**config.mk**
```make
export PLATFORM = sky130hd
export DESIGN_NAME = ld_inorder_ret
export DESIGN_NICKNAME = d
export VERILOG_FILES = /design/src/rtl/ld_inorder_ret.sv
export SDC_FILE = /design/constraint.sdc
export NUM_CORES = 1
export LEC_CHECK = 0
export BUFFER_PORTS_ARGS = -buffer_cell sky130_fd_sc_hd__buf_2
export CORE_MARGIN = 2
export CORE_UTILIZATION = 30
export DETAILED_ROUTE_END_ITERATION = 16
export SYNTH_ARGS = -nofsm -noshare
export SYNTH_HDL_FRONTEND = slang
export SYNTH_SLANG_ARGS = --single-unit
```
**constraint.sdc**
```tcl
create_clock -name clk -period 3.4 [get_ports clk]
set_input_delay 0.34 -clock clk [delete_from_list [all_inputs] [get_ports clk]]
set_output_delay 0.34 -clock clk [all_outputs]
set_load 0.01 [all_outputs]
```
**src/rtl/ld_inorder_ret.sv**
```systemverilog
module ld_inorder_ret #(
  parameter int DEPTH   = 4,
  parameter int TAG_W   = 5,
  parameter int HIT_LAT = 2
) (
  input  logic             clk,
  input  logic             rst_n,
  input  logic             iss_vld,
  input  logic [TAG_W-1:0] iss_tag,
  input  logic [1:0]       iss_size,
  input  logic             iss_sgn,
  input  logic [2:0]       iss_addr,
  input  logic             iss_hit,
  output logic             iss_stall,
  input  logic             fill_vld,
  output logic             wb_vld,
  output logic             wb_trap,
  output logic [TAG_W-1:0] wb_tag
);
  localparam int PTR_W = (DEPTH > 1) ? $clog2(DEPTH) : 1;
  localparam int CNT_W = $clog2(DEPTH + 1);
  localparam int WT_W  = $clog2(HIT_LAT + 1);
  localparam logic [WT_W-1:0] WAIT_FAST = WT_W'(HIT_LAT - 1);
  localparam logic [WT_W-1:0] WAIT_SLOW = WT_W'(HIT_LAT);

  logic [TAG_W-1:0] q_tag  [DEPTH];
  logic [WT_W-1:0]  q_wait [DEPTH];
  logic [DEPTH-1:0] q_trap, q_miss;
  logic [PTR_W-1:0] head, tail;
  logic [CNT_W-1:0] count;
  logic             slow_mode;

  function automatic logic [PTR_W-1:0] nxt(input logic [PTR_W-1:0] p);
    return (p == PTR_W'(DEPTH - 1)) ? '0 : p + 1'b1;
  endfunction

  logic misalign, narrow_sgn, accept, head_rdy;

  assign misalign   = (iss_size == 2'd1) ? iss_addr[0] :
                      (iss_size == 2'd2) ? |iss_addr[1:0] :
                      (iss_size == 2'd3) ? |iss_addr : 1'b0;
  assign narrow_sgn = iss_sgn && (iss_size != 2'd3);
  assign iss_stall  = (count == CNT_W'(DEPTH));
  assign accept     = iss_vld && !iss_stall;
  assign head_rdy   = (count != '0) && (q_wait[head] == '0) && !q_miss[head];

  always_ff @(posedge clk) begin
    if (!rst_n) begin
      head      <= '0;
      tail      <= '0;
      count     <= '0;
      slow_mode <= 1'b0;
      wb_vld    <= 1'b0;
      wb_trap   <= 1'b0;
      wb_tag    <= '0;
      q_miss    <= '0;
      q_trap    <= '0;
      for (int i = 0; i < DEPTH; i++) begin
        q_wait[i] <= '0;
        q_tag[i]  <= '0;
      end
    end else begin
      for (int i = 0; i < DEPTH; i++)
        if (q_wait[i] != '0) q_wait[i] <= q_wait[i] - 1'b1;
      if (fill_vld && count != '0 && q_miss[head]) q_miss[head] <= 1'b0;
      wb_vld  <= head_rdy && !q_trap[head];
      wb_trap <= head_rdy && q_trap[head];
      wb_tag  <= head_rdy ? q_tag[head] : '0;
      if (head_rdy) head <= nxt(head);
      if (accept) begin
        q_tag[tail]  <= iss_tag;
        q_trap[tail] <= misalign;
        q_miss[tail] <= !iss_hit && !misalign;
        q_wait[tail] <= (narrow_sgn || slow_mode) ? WAIT_SLOW : WAIT_FAST;
        tail         <= nxt(tail);
      end
      count     <= count + CNT_W'(accept) - CNT_W'(head_rdy);
      slow_mode <= accept && (narrow_sgn || slow_mode);
    end
  end

  p_one_event_r8: assert property (@(posedge clk) disable iff (!rst_n)
    !(wb_vld && wb_trap));

  p_miss_blocks_r5: assert property (@(posedge clk) disable iff (!rst_n)
    (count != '0 && q_miss[head]) |=> (!wb_vld && !wb_trap));

  p_empty_quiet_r1: assert property (@(posedge clk) disable iff (!rst_n)
    (count == '0) |=> (!wb_vld && !wb_trap));

  p_stall_drop_r9: assert property (@(posedge clk) disable iff (!rst_n)
    (iss_vld && iss_stall) |=> (count <= $past(count)));

  p_fill_return_r6: assert property (@(posedge clk) disable iff (!rst_n)
    (fill_vld && count != '0 && q_miss[head] && q_wait[head] <= WT_W'(1))
      |-> ##2 wb_vld);
endmodule

```
==> results of run 1 <==
logic make-up after synthesis:
| kind of cell | after synthesis | share of synthesized area |
|---|---|---|
| DFF | 53 | 0.516 |
| and+or+nand+nor | 96 | 0.203 |
| muxes | 17 | 0.104 |
| adders and majority gates | 14 | 0.0703 |
| buffers and inverters | 23 | 0.0400 |
| AOI/OAI and AO/OA | 20 | 0.0559 |
| xor gates and xnor gates | 3 | 0.0101 |
sequential cells by signal, indices dropped and copies added, names as in the netlist, named ones only:
name       cells
wb_trap        1
q_trap         4
q_miss         4
wb_tag         5
count          3
q_tag         20
head           2
tail           2
q_wait         8
wb_vld         1
slow_mode      1
through the flow:
| stage | std cells | util | instance area (sq um) | worst slack [ns] | hold WS, ns |
|---|---|---|---|---|---|
| after floorplan | 226 | - | 2600 | 0.742 | 0.463 |
| after global placement | 349 | 0.340 | 2820 | 0.934 | 0.480 |
| after detailed placement | 349 | 0.340 | 2820 | 0.883 | 0.490 |
| after CTS | 357 | 0.353 | 2930 | 0.871 | 0.341 |
| after global routing | 357 | 0.353 | 2930 | 0.749 | 0.346 |
| final | 357 | 0.353 | 2930 | 0.872 | 0.348 |
placed cells by master (no fill, tap or decap), types with 9 or more instances in the layout:
master and instances:
and2_1 25, buf_2 23, dfxtp_1 25, edfxtp_1 28
ha_1 13, inv_1 15, mux2i_1 9, nand2_1 16
nor2_1 14, nor2b_1 15
report_power, final:
| part | switching (mW) | leakage (nW) | internal, mW |
|---|---|---|---|
| logic | 0.354 | 0.634 | 0.329 |
| clock network | 0.204 | 0.0554 | 0.221 |
| registers | 0.0617 | 0.499 | 0.816 |
| total | 0.620 | 1.19 | 1.37 |
critical path: cells and delay by family (launching register included):
kind	cells	cell delay, ns
mux	1	0.52
flops	1	0.36
fa+ha+maj	2	0.53
simple gates	3	0.53
buf+inv	1	0.04
xor+xnor	3	0.45
final cells by class:
class	count	share of cell area
Timing Repair Buffer	26	0.0470
Clock inverter	2	0.0132
Clock buffer	6	0.0248
Sequential cell	53	0.458
Multi-Input combinational cell	150	0.393
Tap cell	105	0.0448
Inverter	15	0.0192
how the worst max path moves through the flow:
stage | startpoint | to | slack, ns | depth (start not counted)
CTS | head[0] | count[2] | 0.87 | 10
global placement | head[0] | count[2] | 0.93 | 10
finish | head[0] | count[2] | 0.87 | 10
global route | head[0] | count[2] | 0.75 | 10
floorplan | head[0] | count[2] | 0.74 | 11
detailed placement | head[0] | count[2] | 0.88 | 10
per-layer routing:
| metal | track usage | share of wire | up-vias |
|---|---|---|---|
| met5 | 0 | 0 | - |
| met4 | 0.0455 | 0.017 | 0 |
| met3 | 0.0353 | 0.043 | 5 |
| met2 | 0.174 | 0.46 | 23 |
| met1 | 0.138 | 0.48 | 802 |
| li1 | - | - | 832 |
==> impl_metrics.tcl, run 1 <==
set metrics [dict create \
    yosysWarnings 0 \
    post_cts_resized 0 \
    power_density_nw_per_um2 678 \
    hold_class "primary input to flip-flop" \
    cap_viol_max_count 0 \
    grt_use_total 0.109 \
    first_iter_violations 106 \
    nets 281 \
    portBuffers 23 \
    postCtsSetupBuffers 0 \
    finalCriticalPeriod_ns 2.53 \
    synth_top_area_cell "edfxtp_1" \
    min_to "q_tag[0][2]" \
    grt_pass1_wl_um 8250 \
    multiInputGateArea_sq_um 1150 \
    critPathMaxFanout 4 \
    irDropWorstVdd_mv 0.208 \
    synth-edff-count 28 \
    required_ns 3.61 \
    outcome "complete, no violations" \
    nFillCells 820 \
    antenna_cells 0 \
    worstMarginPinSlew_ns 0.774 \
    drv_slew 0 \
    start_kind "flip-flop" \
    place.gp.congestion 0.849 \
    ios 24 \
    rsz0062_at_grt "no" \
    initial_core_util 0.313 \
    fin_crit_sh 0.744 \
    synth_area_sq_um 2600 \
    fp-row-count 33 \
    drc_errors 0 \
    clock_sink_count 53 \
    hold_viol 0 \
    worstSetupEndpointType "flip-flop" \
    clkSlewWorstSetupHoldPaths_ns 0.09 \
    drt-vias-per-instance 4.66 \
    postRouteWirelength_um 4690 \
    synth_top_area_share 0.324 \
    core_area_sq_um 8300 \
    die_area_sq_um 9420 \
    tritoncts "yes" \
    place_hpwl_um 3580 \
    ys_top_cells_by_count "edfxtp_1, and2_1, dfxtp_1" \
    syn_to_final_growth_pct 12.8 \
    ys_ff_latch 53 \
    reg2reg_depth 10 \
    first_global_vias 1724 \
    max_stage_delay_ns 0.52 \
    cp.arrival_ns 2.74 \
    synth_cell_types 34 \
    finalPower_mw 1.99 \
    seqCellArea_sq_um 1340 \
    p_leak_nw 1.19 \
    synthArstFlopShare 0 \
    ys_seq_area_frac 0.516 \
    timing.fmax_mhz 396 \
    tns_ns 0 \
    critical_path_class "flip-flop to flip-flop" \
    min_from "iss_tag[2]" \
    min_path_cells 2 \
    die_w_um 97.1 \
    gr-total-overflow 0 \
    avgSynthCellArea_sq_um 11.5 \
    avgRoutedWirePerCell_um 13.1 \
    synthFlopType "edfxtp_1" \
    fin_skew_ns 0.00493 \
    hold_buffers 0 \
    critPathMostFrequentCell "xnor2_1" \
    numCtsBuffers 5 \
    die_y_um 97.1 \
    antenna_found_initial 0 \
    crit_slowest_cell "mux4_2" \
    htree_levels 2 \
    drive_gt1_frac 0.175 \
    finalSetupViolations 0 \
    clk_latency_ns 0.31 \
    reg2reg_slack_ns 0.87 \
    slew_headroom 0.480 \
    root_buffer "clkbuf_8" \
    syn_nets 256 \
    timing.rr.start "head[0]" \
    vias 1662 \
    synth.most_common_cell "edfxtp_1" \
    dr.pass1.iters 4 \
    synthTopCellsByArea "edfxtp_1, dfxtp_1, mux4_2" \
    worstReg2RegEnd "count[2]" \
    postRouteAntennaNets 0 \
    crit_chain "mux4_2 -> nor2_1 -> nand2_1 -> xor2_1 -> ha_1 -> inv_1 -> fa_1 -> xnor2_1 -> xnor2_1 -> and2_1" \
    grt_max_degree 33 \
    clk_path_buf_depth 2 \
    synth_cells 226 \
]
No activity file was read; power rests on OpenSTA's default activity.
==> inputs of run 2 (changes only) <==
--- a/config.mk
+++ b/config.mk
@@ -5,6 +5,7 @@
 export SDC_FILE = /design/constraint.sdc
 export NUM_CORES = 1
 export LEC_CHECK = 0
+export ABC_AREA = 1
 export BUFFER_PORTS_ARGS = -buffer_cell sky130_fd_sc_hd__buf_2
 export CORE_MARGIN = 2
 export CORE_UTILIZATION = 30
==> constraint.sdc (replaced) <==
create_clock -name clk -period 2.7 [get_ports clk]
set_input_delay 0.27 -clock clk [delete_from_list [all_inputs] [get_ports clk]]
set_output_delay 0.27 -clock clk [all_outputs]
set_load 0.01 [all_outputs]
==> run 2 against run 1 <==
- synthesized area rose by 1.5%
- setup slack got worse by 0.47 ns
- critical path depth rose by 3
- core utilization fell by 1.1 points
- flip-flop and latch count did not move
- maximum frequency rose by 10%
- combinational power rose by 38%
- worst hold slack got worse by 0.083 ns
- largest power group unchanged
- highest routed layer unchanged
==> impl_metrics.tcl, run 2 <==
set metrics [dict create \
    clkSlewWorstSetupHoldPaths_ns 0.11 \
    yosysWarnings 0 \
    crit_family "flip-flops" \
    pre_cts_ws_ns 0.440 \
    syn_to_final_growth_pct 12.0 \
    synth.most_common_cell "nand2_1" \
    syn_nets 331 \
    timing.fmax_mhz 436 \
    slew_headroom 0.623 \
    synthArstFlopShare 0 \
    antenna_found_initial 0 \
    die_y_um 97.8 \
    drv_slew 0 \
    grt_max_degree 21 \
    fp-row-count 34 \
    vias 1923 \
    place_hpwl_um 4070 \
    initial_core_util 0.305 \
    hold-worst-slack_ns 0.265 \
    synth_top_area_cell "edfxtp_1" \
    power_density_nw_per_um2 874 \
    crit_chain "clkinv_4 -> nand2_1 -> nand3_1 -> nand2_2 -> nor2_4 -> nand2_2 -> xor2_1 -> ha_1 -> inv_1 -> fa_1 -> inv_1 -> o21ai_0 -> a21oi_1" \
    avgSynthCellArea_sq_um 8.76 \
    synth_cells 301 \
    die_area_sq_um 9560 \
    core_area_sq_um 8640 \
    dr.pass1.iters 4 \
    tns_ns 0 \
    hold_viol 0 \
    gr-total-overflow 0 \
    rsz0062_at_grt "no" \
    finalSetupViolations 0 \
    crit_buf_inv 3 \
    cap_viol_max_count 0 \
    clk_path_buf_depth 2 \
    worstSetupEndpointType "flip-flop" \
    numCtsBuffers 5 \
    reg_top3 "q_tag x20, q_wait x8, wb_tag x5" \
    fin_crit_sh 0.850 \
    finalCriticalPeriod_ns 2.30 \
    irDropWorstVdd_mv 0.241 \
    multiInputGateArea_sq_um 1090 \
    fin_skew_ns 0.00836 \
    postRouteAntennaNets 0 \
    htree_levels 2 \
    root_buffer "clkbuf_8" \
    ys_top_cells_by_count "nand2_1, nor2_1, inv_1" \
    required_ns 2.95 \
    synthFlopType "edfxtp_1" \
    portBuffers 23 \
    setup_ws_ns 0.404 \
    antenna_cells 0 \
    place.gp.congestion 0.819 \
    crit_slowest_cell "dfxtp_1" \
    grt_pass1_wl_um 9050 \
    postRouteWirelength_um 5280 \
    drive_gt1_frac 0.165 \
    synth_top_area_share 0.319 \
    largest-register "q_tag" \
    critPathMaxFanout 17 \
    avgRoutedWirePerCell_um 12.1 \
    worstMarginPinSlew_ns 0.565 \
    nFillCells 905 \
    grt_use_total 0.118 \
    first_iter_violations 138 \
    first_global_vias 1905 \
    ios 24 \
    clk_latency_ns 0.32 \
    ys_ff_latch 53 \
    clock_sink_count 53 \
    max_stage_delay_ns 0.55 \
    synth_area_sq_um 2640 \
    post_cts_resized 0 \
    critical_path_class "flip-flop to flip-flop" \
    die_w_um 97.8 \
    final_core_util 0.342 \
    final_cell_mix "nand2_1, nor2_1, inv_1" \
    cp.arrival_ns 2.54 \
    largest_register_ffs 20 \
    seqCellArea_sq_um 1340 \
    tritoncts "yes" \
    hold_buffers 0 \
    outcome "complete, no violations" \
    drt-vias-per-instance 4.42 \
    synth-edff-count 28 \
    synth_cell_types 31 \
    final_common_cell "nand2_1" \
    p_leak_nw 1.34 \
    postCtsSetupBuffers 0 \
    ys_seq_area_frac 0.509 \
    hold_class "primary input to flip-flop" \
    nets 356 \
    synthTopCellsByArea "edfxtp_1, dfxtp_1, nand2_1" \
    drc_errors 0 \
    start_kind "flip-flop" \
]
==> run 2: layer usage <==
metal,wire [um],share of wire,global-route usage,up-vias
met1,2570,0.49,0.153,861
met3,114,0.022,0.0229,9
li1,-,-,-,1024
met5,0,0,0,-
met2,2480,0.47,0.195,29
met4,112,0.021,0.0438,0
==> run 2: final cells by class <==
class                      count  area share
sequential                    53       0.454
multi-input combinational    199       0.368
inverter                      43      0.0580
tap                          108      0.0457
timing repair buffer          24      0.0415
clock buffer                   5      0.0233
clock inverter                 3     0.00974
==> run 2: worst paths after layout <==
| kind | startpoint | endpoint | slack (ns) | depth (start not counted) |
|---|---|---|---|---|
| min reg2reg | q_miss[2] | q_miss[2] | 0.48 | 2 |
| max reg2reg | head[0] | count[2] | 0.40 | 13 |
| min | iss_hit | q_miss[2] | 0.26 | 4 |
| max | head[0] | count[2] | 0.40 | 13 |
==> run 2: cell families after synthesis <==
logic type / Yosys count / share of synthesized area
AO/OA/AOI/OAI: 33 / 0.0674
AND/OR/NAND/NOR: 150 / 0.269
adder cells (fa/ha/maj): 14 / 0.0693
flip-flops: 53 / 0.509
XOR/XNOR: 2 / 0.00664
buffers and inverters: 49 / 0.0797
==> run 2: report_power, final <==
part	leakage (nW)	internal (mW)	switching, mW
clock	0.0506	0.195	0.293
combinational	0.787	0.335	0.609
sequential	0.499	1.05	0.104
total	1.34	1.58	1.01
==> run 2: metrics by stage <==
stage	instances	area (sq um)	power (mW)
after CTS	435	2950	2.60
after floorplan	301	2640	1.90
final	435	2950	2.58
after detailed placement	427	2860	2.11
after global routing	435	2950	2.79
after global placement	427	2860	2.09
==> run 2: worst reg2reg max path: stages (launching register included) <==
cell and delay [ns]:
dfxtp_1 0.55, clkinv_4 0.20, nand2_1 0.11, nand3_1 0.08, nand2_2 0.14, nor2_4 0.05
nand2_2 0.13, xor2_1 0.16, ha_1 0.16, inv_1 0.05, fa_1 0.34, inv_1 0.07
o21ai_0 0.08, a21oi_1 0.13
